--- src/rtl/rx_slot_mask.sv ---
module rx_slot_mask #(
  parameter int DATA_W = 32,
  parameter int DEPTH  = 8,
  parameter int MASK_W = 2,
  parameter int SLOT_W = 4
) (
  input  logic              clk,
  input  logic              rst_n,
  input  logic              rx_en,
  input  logic              ch_en,
  input  logic              word_valid,
  input  logic [DATA_W-1:0] word_data,
  input  logic              frame_end,
  input  logic              reg_wr,
  input  logic              reg_rd,
  input  logic [1:0]        reg_addr,
  input  logic [DATA_W-1:0] reg_wdata,
  output logic [DATA_W-1:0] reg_rdata
);
  localparam int PTR_W = $clog2(DEPTH);
  localparam int CNT_W = PTR_W + 1;
  localparam int MI_W  = $clog2(MASK_W);
  localparam logic [1:0] A_DATA = 2'd0, A_MASK = 2'd1, A_STAT = 2'd2;

  logic [MASK_W-1:0] hold_mask, act_mask;
  logic [SLOT_W-1:0] slot;
  logic              rx_en_q, ovf;
  logic [DATA_W-1:0] mem [DEPTH];
  logic [PTR_W-1:0]  wr_ptr, rd_ptr;
  logic [CNT_W-1:0]  count;

  wire empty    = (count == '0);
  wire full     = (count == CNT_W'(DEPTH));
  wire en_rise  = rx_en & ~rx_en_q;
  wire reload   = frame_end | en_rise;
  wire masked   = (slot < SLOT_W'(MASK_W)) && act_mask[slot[MI_W-1:0]];
  wire accept   = word_valid & rx_en & ch_en & ~masked;
  wire push     = accept & ~full;
  wire pop      = reg_rd & (reg_addr == A_DATA) & ch_en & ~empty;
  wire ovf_set  = accept & full;
  wire ovf_clr  = reg_wr & (reg_addr == A_STAT) & reg_wdata[0];

  always_ff @(posedge clk) begin
    if (!rst_n) begin
      hold_mask <= '0;
      act_mask  <= '0;
      rx_en_q   <= 1'b0;
      slot      <= '0;
      ovf       <= 1'b0;
    end else begin
      rx_en_q <= rx_en;
      if (reg_wr && reg_addr == A_MASK) hold_mask <= reg_wdata[MASK_W-1:0];
      if (reload) act_mask <= hold_mask;
      if (frame_end) slot <= '0;
      else if (word_valid) slot <= slot + 1'b1;
      if (ovf_set) ovf <= 1'b1;
      else if (ovf_clr) ovf <= 1'b0;
    end
  end

  always_ff @(posedge clk) begin
    if (!rst_n) begin
      wr_ptr <= '0;
      rd_ptr <= '0;
      count  <= '0;
    end else begin
      if (push) wr_ptr <= (wr_ptr == PTR_W'(DEPTH-1)) ? '0 : wr_ptr + 1'b1;
      if (pop)  rd_ptr <= (rd_ptr == PTR_W'(DEPTH-1)) ? '0 : rd_ptr + 1'b1;
      count <= count + CNT_W'(push) - CNT_W'(pop);
    end
  end

  always_ff @(posedge clk)
    if (push) mem[wr_ptr] <= word_data;

  always_comb begin
    reg_rdata = '0;
    if (reg_rd)
      case (reg_addr)
        A_DATA:  reg_rdata = (ch_en && !empty) ? mem[rd_ptr] : '0;
        A_MASK:  reg_rdata[MASK_W-1:0] = hold_mask;
        A_STAT:  reg_rdata[0] = ovf;
        default: reg_rdata = '0;
      endcase
  end

  a_r10_count_bound: assert property (@(posedge clk) disable iff (!rst_n)
    count <= CNT_W'(DEPTH));
  a_r10_full_holds: assert property (@(posedge clk) disable iff (!rst_n)
    (full && !pop) |=> full);
  a_r10_ovf_sticky: assert property (@(posedge clk) disable iff (!rst_n)
    (ovf && !ovf_clr) |=> ovf);
  a_r5_enable_loads: assert property (@(posedge clk) disable iff (!rst_n)
    en_rise |=> act_mask == $past(hold_mask));
  a_r6_frame_loads: assert property (@(posedge clk) disable iff (!rst_n)
    frame_end |=> act_mask == $past(hold_mask));
  a_r6_stable_in_frame: assert property (@(posedge clk) disable iff (!rst_n)
    !reload |=> $stable(act_mask));
  a_r4_masked_no_write: assert property (@(posedge clk) disable iff (!rst_n)
    (word_valid && masked && !pop) |=> count == $past(count));
  a_r8_empty_read_zero: assert property (@(posedge clk) disable iff (!rst_n)
    (reg_rd && reg_addr == A_DATA && empty) |-> reg_rdata == '0);
  a_r2_reserved_zero: assert property (@(posedge clk) disable iff (!rst_n)
    (reg_rd && reg_addr == A_MASK) |-> reg_rdata[DATA_W-1:MASK_W] == '0);
  a_r3_slot_restart: assert property (@(posedge clk) disable iff (!rst_n)
    frame_end |=> slot == '0);
endmodule

--- config.mk ---
export PLATFORM = sky130hd
export DESIGN_NAME = rx_slot_mask
export DESIGN_NICKNAME = d
export VERILOG_FILES = /design/src/rtl/rx_slot_mask.sv
export SDC_FILE = /design/constraint.sdc
export NUM_CORES = 1
export LEC_CHECK = 0
export BUFFER_PORTS_ARGS = -buffer_cell sky130_fd_sc_hd__buf_2
export CAP_MARGIN = 15
export CORE_MARGIN = 4
export CORE_UTILIZATION = 50
export CTS_CLUSTER_DIAMETER = 60
export CTS_CLUSTER_SIZE = 25
export DETAILED_ROUTE_END_ITERATION = 7
export MAX_ROUTING_LAYER = met4
export PLACE_DENSITY = 0.69
export SETUP_SLACK_MARGIN = 0.05
export SYNTH_ARGS = -nofsm -noshare
export SYNTH_HDL_FRONTEND = slang
export SYNTH_SLANG_ARGS = --single-unit
--- constraint.sdc ---
create_clock -name clk -period 5.8 [get_ports clk]
set_input_delay 1.16 -clock clk [delete_from_list [all_inputs] [get_ports clk]]
set_output_delay 1.16 -clock clk [all_outputs]
set_load 0.005 [all_outputs]
==> results.json, run 1 <==
{
  "htree_num_levels": 1,
  "highest-signal-layer": "met4",
  "postCtsSetupBuffers": 0,
  "outcome": "finished clean",
  "synthCells": 531,
  "cts-buffers-inserted": 18,
  "hp-start": "rd_ptr[1]",
  "synth.top_cells.by_count": "edfxtp_1, mux4_2, mux2i_1, nor2_1, dfxtp_1",
  "timing.setup.tns_ps": 0,
  "timing_hold_violations_final": 0,
  "min_path_type": "reg2reg",
  "die_height_um": 156,
  "number_of_enable_flip_flop_cells_after_synthesis": 256,
  "cts_tree": "yes",
  "netlist.top_cell.by_area": "edfxtp_1",
  "drt-wirelength-per-cell_um": 22.1,
  "grt_start_max_net_pins": 66,
  "globalplace.congestion": 0.760,
  "nNetsFinal": 708,
  "cts_root_buf": "clkbuf_16",
  "post_route_clock_skew_ps": 14.0,
  "final_core_utilization_pct": 58.1,
  "timing.final.crit_period_ps": 4120,
  "postRouteAntennaNets": 0,
  "final_layout_size_suffix_gt1_share_pct": 32.3,
  "vias_in_the_first_global_route": 5453,
  "post_cts_resize_count": 0,
  "cap_viol_max_count": 0,
  "category_of_the_critical_setup_timing_path": "reg2out",
  "count_of_routing_violations_after_the_opening_detailed_route_iteration": 401,
  "synth_top_area_share_pct": 70.6,
  "synth_flop_cell": "edfxtp_1",
  "maxClockFrequency_mhz": 243,
  "timing.critical_path.required_ps": 4640,
  "rsz0062_at_grt": "no",
  "antenna_found_initial": 2,
  "die_width_um": 156,
  "post_synth_instance_area_um2": 10900,
  "largest_fanout_on_the_critical_path": 45,
  "route.met3.wl_um": 1440,
  "worstPathArrival_ps": 2960,
  "ys_warn_count": 0,
  "power.static_leakage_nw": 3.99,
  "starting_density_of_the_core_pct": 51.3,
  "end_kind": "output pin",
  "gr-usage-all-layers_pct": 17.4,
  "synthDistinctLibCells": 40,
  "rows": 53,
  "synth.net_count": 617,
  "drt_pre_antenna_iters": 4,
  "wl_um": 20100,
  "vdd_ir_max_v": 0.000308,
  "detail_route.drc_violations": 0,
  "tritoncts_num_sinks": 279,
  "timing.critical_path.from_type": "flip-flop",
  "max-clock-path-buffers": 3,
  "final_min_period_over_clock_period_pct": 71.0,
  "clk_latency_ps": 490,
  "design.core.area_um2": 21200,
  "detailedPlacementHpwl_um": 11700,
  "area.growth.synth_to_final_pct": 13.2,
  "synth_seq_area_share_pct": 74.8,
  "grt_first_pass_wirelength_um": 31300,
  "timing_worst_slew_pin_value_ps": 1020,
  "synth-async-reset-ratio_pct": 0,
  "detail_route.wirelength.met1_um": 8530,
  "wl_met2_um": 9860,
  "regToRegStartpoint": "count[2]",
  "port_buffers": 75,
  "via_count": 5156,
  "total_power_divided_by_cell_area_nw_per_um2": 310,
  "max-slew-margin-rel_pct": 32.3,
  "clk_pin_slew_worst_paths_ps": 80,
  "vias_per_cell": 5.66,
  "die_area_um2": 24200,
  "final_max_slew_viol_count": 0,
  "overflow": 0,
  "ios": 106,
  "finalSetupViolations": 0,
  "mean_area_per_synthesized_cell_um2": 20.5,
  "cts_hold_repair.buffers": 0,
  "most_common_cell_in_the_netlist": "edfxtp_1",
  "postSynthRegisterBits": 279,
  "ys_top_cells_by_area": "edfxtp_1, mux4_2, dfxtp_1"
}
==> registers in the layout (all words and copies together) (netlist names), named ones only <==
register / count
mem: 256
ovf: 1
rd_ptr: 3
rx_en_q: 1
count: 4
wr_ptr: 3
hold_mask: 2
act_mask: 2
slot: 4
==> metal layers <==
| metal | GRT usage [%] | vias up |
|---|---|---|
| met2 | 27.7 | 152 |
| met3 | 3.47 | 28 |
| met5 | - | - |
| met4 | 3.21 | 0 |
| li1 | - | 2311 |
| met1 | 23.9 | 2665 |
==> cell type report <==
type	count	area (um^2)
Sequential cell	279	8160
Inverter	9	33.8
Timing Repair Buffer	93	510
Fill cell	1561	8900
Multi-Input combinational cell	221	2630
Clock inverter	12	168
Antenna cell	2	5.00
Tap cell	275	344
Clock buffer	20	479
==> path summary, 6_finish.rpt <==
kind	depth (start not counted)	to	slack [ps]
setup reg to reg	12	count[2]	2820
hold / removal	2	flip-flop	510
hold reg to reg	2	flip-flop	510
setup / recovery	5	reg_rdata[7]	1680
==> power by group <==
part / total (mW) / internal [mW] / switching [mW]
registers: 2.23 / 2.21 / 0.0174
clock network: 1.41 / 0.753 / 0.654
logic: 0.180 / 0.0841 / 0.0959
total: 3.82 / 3.05 / 0.767
==> logic make-up (layout without fill, tap and decap cells) <==
kind of cell | after synthesis | in the layout | share of synthesized area (%)
AND/OR/NAND/NOR | 87 | 87 | 4.02
flip-flops | 279 | 279 | 74.8
multiplexers | 104 | 104 | 16.9
XOR/XNOR | 5 | 5 | 0.402
AO/OA/AOI/OAI | 13 | 13 | 0.977
other | 0 | 2 | 0
buffers and inverters | 31 | 134 | 1.47
adder cells (fa/ha/maj) | 12 | 12 | 1.45
==> through the flow <==
step	hold slack (ps)	total power, mW	setup WS [ps]	std cells	area (um^2)
2_1_floorplan	456	2.39	1120	531	10900
3_3_place_gp	463	2.45	2120	877	11700
3_5_place_dp	498	2.46	2100	877	11700
4_1_cts	511	3.86	1540	909	12300
5_1_grt	540	3.97	1350	911	12300
6_report	509	3.82	1680	911	12300
==> worst max-delay path: stages, from the launching register on <==
cell and delay, ps:
dfxtp_4 960, buf_4 530, mux4_2 560, mux2i_1 170, nor2_1 80, buf_2 140
==> placed cells by master, fill, tap and decap left out, types with 2 or more instances in the layout <==
| master | netlist | routed |
|---|---|---|
| nor2_1 | 39 | 37 |
| inv_1 | 9 | 9 |
| dfxtp_1 | 23 | 20 |
| diode_2 | 0 | 2 |
| nand4_1 | 2 | 2 |
| nor2b_1 | 9 | 9 |
| inv_6 | 0 | 2 |
| nand3_1 | 3 | 3 |
| buf_2 | 11 | 75 |
| nor3_2 | 0 | 2 |
| nor2_4 | 0 | 2 |
| nand2_1 | 10 | 10 |
| clkbuf_16 | 0 | 19 |
| inv_8 | 0 | 2 |
| xor2_1 | 4 | 4 |
| edfxtp_1 | 256 | 256 |
| clkinv_2 | 0 | 2 |
| mux2i_1 | 39 | 39 |
| a21oi_1 | 4 | 4 |
| dfxtp_4 | 0 | 2 |
| nand2b_1 | 2 | 2 |
| and2_1 | 5 | 5 |
| bufinv_16 | 0 | 3 |
| nor3b_2 | 0 | 4 |
| mux4_2 | 63 | 63 |
| buf_4 | 6 | 18 |
| a21boi_0 | 4 | 4 |
| ha_1 | 11 | 11 |
No activity file was read; power rests on OpenSTA's default activity.
==> inputs of run 2 (changes only) <==
==> constraint.sdc (replaced) <==
create_clock -name clk -period 3.9 [get_ports clk]
set_input_delay 0.78 -clock clk [delete_from_list [all_inputs] [get_ports clk]]
set_output_delay 0.78 -clock clk [all_outputs]
set_load 0.005 [all_outputs]
==> results.json, run 2 (same netlist as run 1, synthesis figures left out) <==
{
  "flip_flop_count_of_the_largest_register_after_layout": 256,
  "layout_commonest_cell": "edfxtp_1",
  "port_buffers": 75,
  "layout.area.seq_um2": 8160,
  "detail_route.drc_violations": 0,
  "cts_root_buf": "clkbuf_16",
  "drt_pre_antenna_iters": 4,
  "path_cells": "buf_4 -> mux4_2 -> mux2i_1 -> nor2_1 -> buf_2",
  "vdd_ir_max_v": 0.000354,
  "vias_in_the_first_global_route": 5524,
  "count_of_routing_violations_after_the_opening_detailed_route_iteration": 347,
  "die_area_um2": 24200,
  "detail_route.wirelength.met1_um": 8850,
  "multiInputGateArea_um2": 2660,
  "totalPowerFinal_mw": 5.84,
  "finalSetupViolations": 0,
  "cts-buffers-inserted": 20,
  "max-slew-margin-rel_pct": 52.3,
  "cts_hold_repair.buffers": 0,
  "maxClockFrequency_mhz": 296,
  "cts_tree": "yes",
  "gr-usage-all-layers_pct": 17.6,
  "end_kind": "output pin",
  "htree_num_levels": 1,
  "timing_worst_slew_pin_value_ps": 714,
  "final_layout_size_suffix_gt1_share_pct": 33.3,
  "clk_latency_ps": 510,
  "starting_density_of_the_core_pct": 51.3,
  "die_width_um": 156,
  "timing.setup.tns_ps": 0,
  "antenna_found_initial": 2,
  "largest_fanout_on_the_critical_path": 31,
  "grt_first_pass_wirelength_um": 31800,
  "critical-path-slowest-cell": "dfxtp_4",
  "cap_viol_max_count": 0,
  "design.core.area_um2": 21200,
  "grt_start_max_net_pins": 46,
  "registers.top_by_ff_count": "mem",
  "max_stage_delay_ps": 790,
  "globalplace.congestion": 0.764,
  "die_height_um": 156,
  "rsz0062_at_grt": "no",
  "rows": 53,
  "fillers": 1542,
  "timing_hold_violations_final": 0,
  "drt-wirelength-per-cell_um": 22.1,
  "timing.critical_path.required_ps": 3120,
  "route.met3.wl_um": 895,
  "min_path_type": "reg2reg",
  "via_count": 5163,
  "wl_met2_um": 10300,
  "vias_per_cell": 5.62,
  "worstPathArrival_ps": 2600,
  "post_route_clock_skew_ps": 19.3,
  "wl_um": 20300,
  "max-clock-path-buffers": 3,
  "highest-signal-layer": "met4",
  "timing.critical_path.from_type": "flip-flop",
  "most-common-layout-cells": "edfxtp_1, buf_2, mux4_2",
  "postCtsSetupBuffers": 0,
  "final_max_slew_viol_count": 0,
  "total_power_divided_by_cell_area_nw_per_um2": 466,
  "clk_pin_slew_worst_paths_ps": 80,
  "area.growth.synth_to_final_pct": 15.1,
  "outcome": "finished clean",
  "nNetsFinal": 714,
  "tritoncts_num_sinks": 279,
  "category_of_the_critical_setup_timing_path": "reg2out",
  "postRouteAntennaNets": 0,
  "final_min_period_over_clock_period_pct": 86.7,
  "power.static_leakage_nw": 4.05,
  "post_cts_resize_count": 0,
  "detailedPlacementHpwl_um": 11900,
  "overflow": 0,
  "timing.final.crit_period_ps": 3380,
  "ios": 106,
  "layout_top_registers": "mem x256, count x4, slot x4"
}
[run 2: layer usage]
layer	global-route usage, %	vias to the layer above
met3	2.64	20
met1	24.1	2675
met5	-	-
met4	2.67	0
li1	-	2333
met2	29.1	135
[run 2: metrics by stage]
stage | util [%] | cells | hold slack, ps | setup WS [ps] | cell area (um^2)
global route | 59.0 | 919 | 514 | 310 | 12500
finish | 59.0 | 919 | 514 | 520 | 12500
CTS | 59.0 | 917 | 497 | 431 | 12500
floorplan | - | 531 | 456 | 651 | 10900
global placement | 55.6 | 881 | 467 | 822 | 11800
detailed placement | 55.6 | 881 | 500 | 723 | 11800
[run 2: area by class of cell]
| class | instances | share of cell area [%] |
|---|---|---|
| Multi-Input combinational cell | 221 | 21.3 |
| Clock inverter | 14 | 1.54 |
| Antenna cell | 2 | 0.0399 |
| Tap cell | 275 | 2.75 |
| Timing Repair Buffer | 97 | 4.81 |
| Sequential cell | 279 | 65.1 |
| Clock buffer | 22 | 4.22 |
| Inverter | 9 | 0.270 |
[run 2: path summary, 6_finish.rpt]
kind / from / end / slack, ps / depth (start not counted)
max: flip-flop / reg_rdata[6] / 520 / 5
min: rd_ptr[1] / flip-flop / 510 / 2
max reg2reg: count[2] / count[2] / 1000 / 11
min reg2reg: rd_ptr[1] / flip-flop / 510 / 2
[run 2: critical path, delay by kind of cell (launching register included)]
family                 cells  cell delay, ps
buffers and inverters      2             500
DFF                        1             790
muxes                      2             710
and+or+nand+nor            1             100
[run 2: where the power goes]
part / internal (mW) / switching, mW / total [mW]
clock network: 1.18 / 1.07 / 2.25
logic: 0.129 / 0.146 / 0.275
registers: 3.29 / 0.0228 / 3.32
total: 4.60 / 1.23 / 5.84
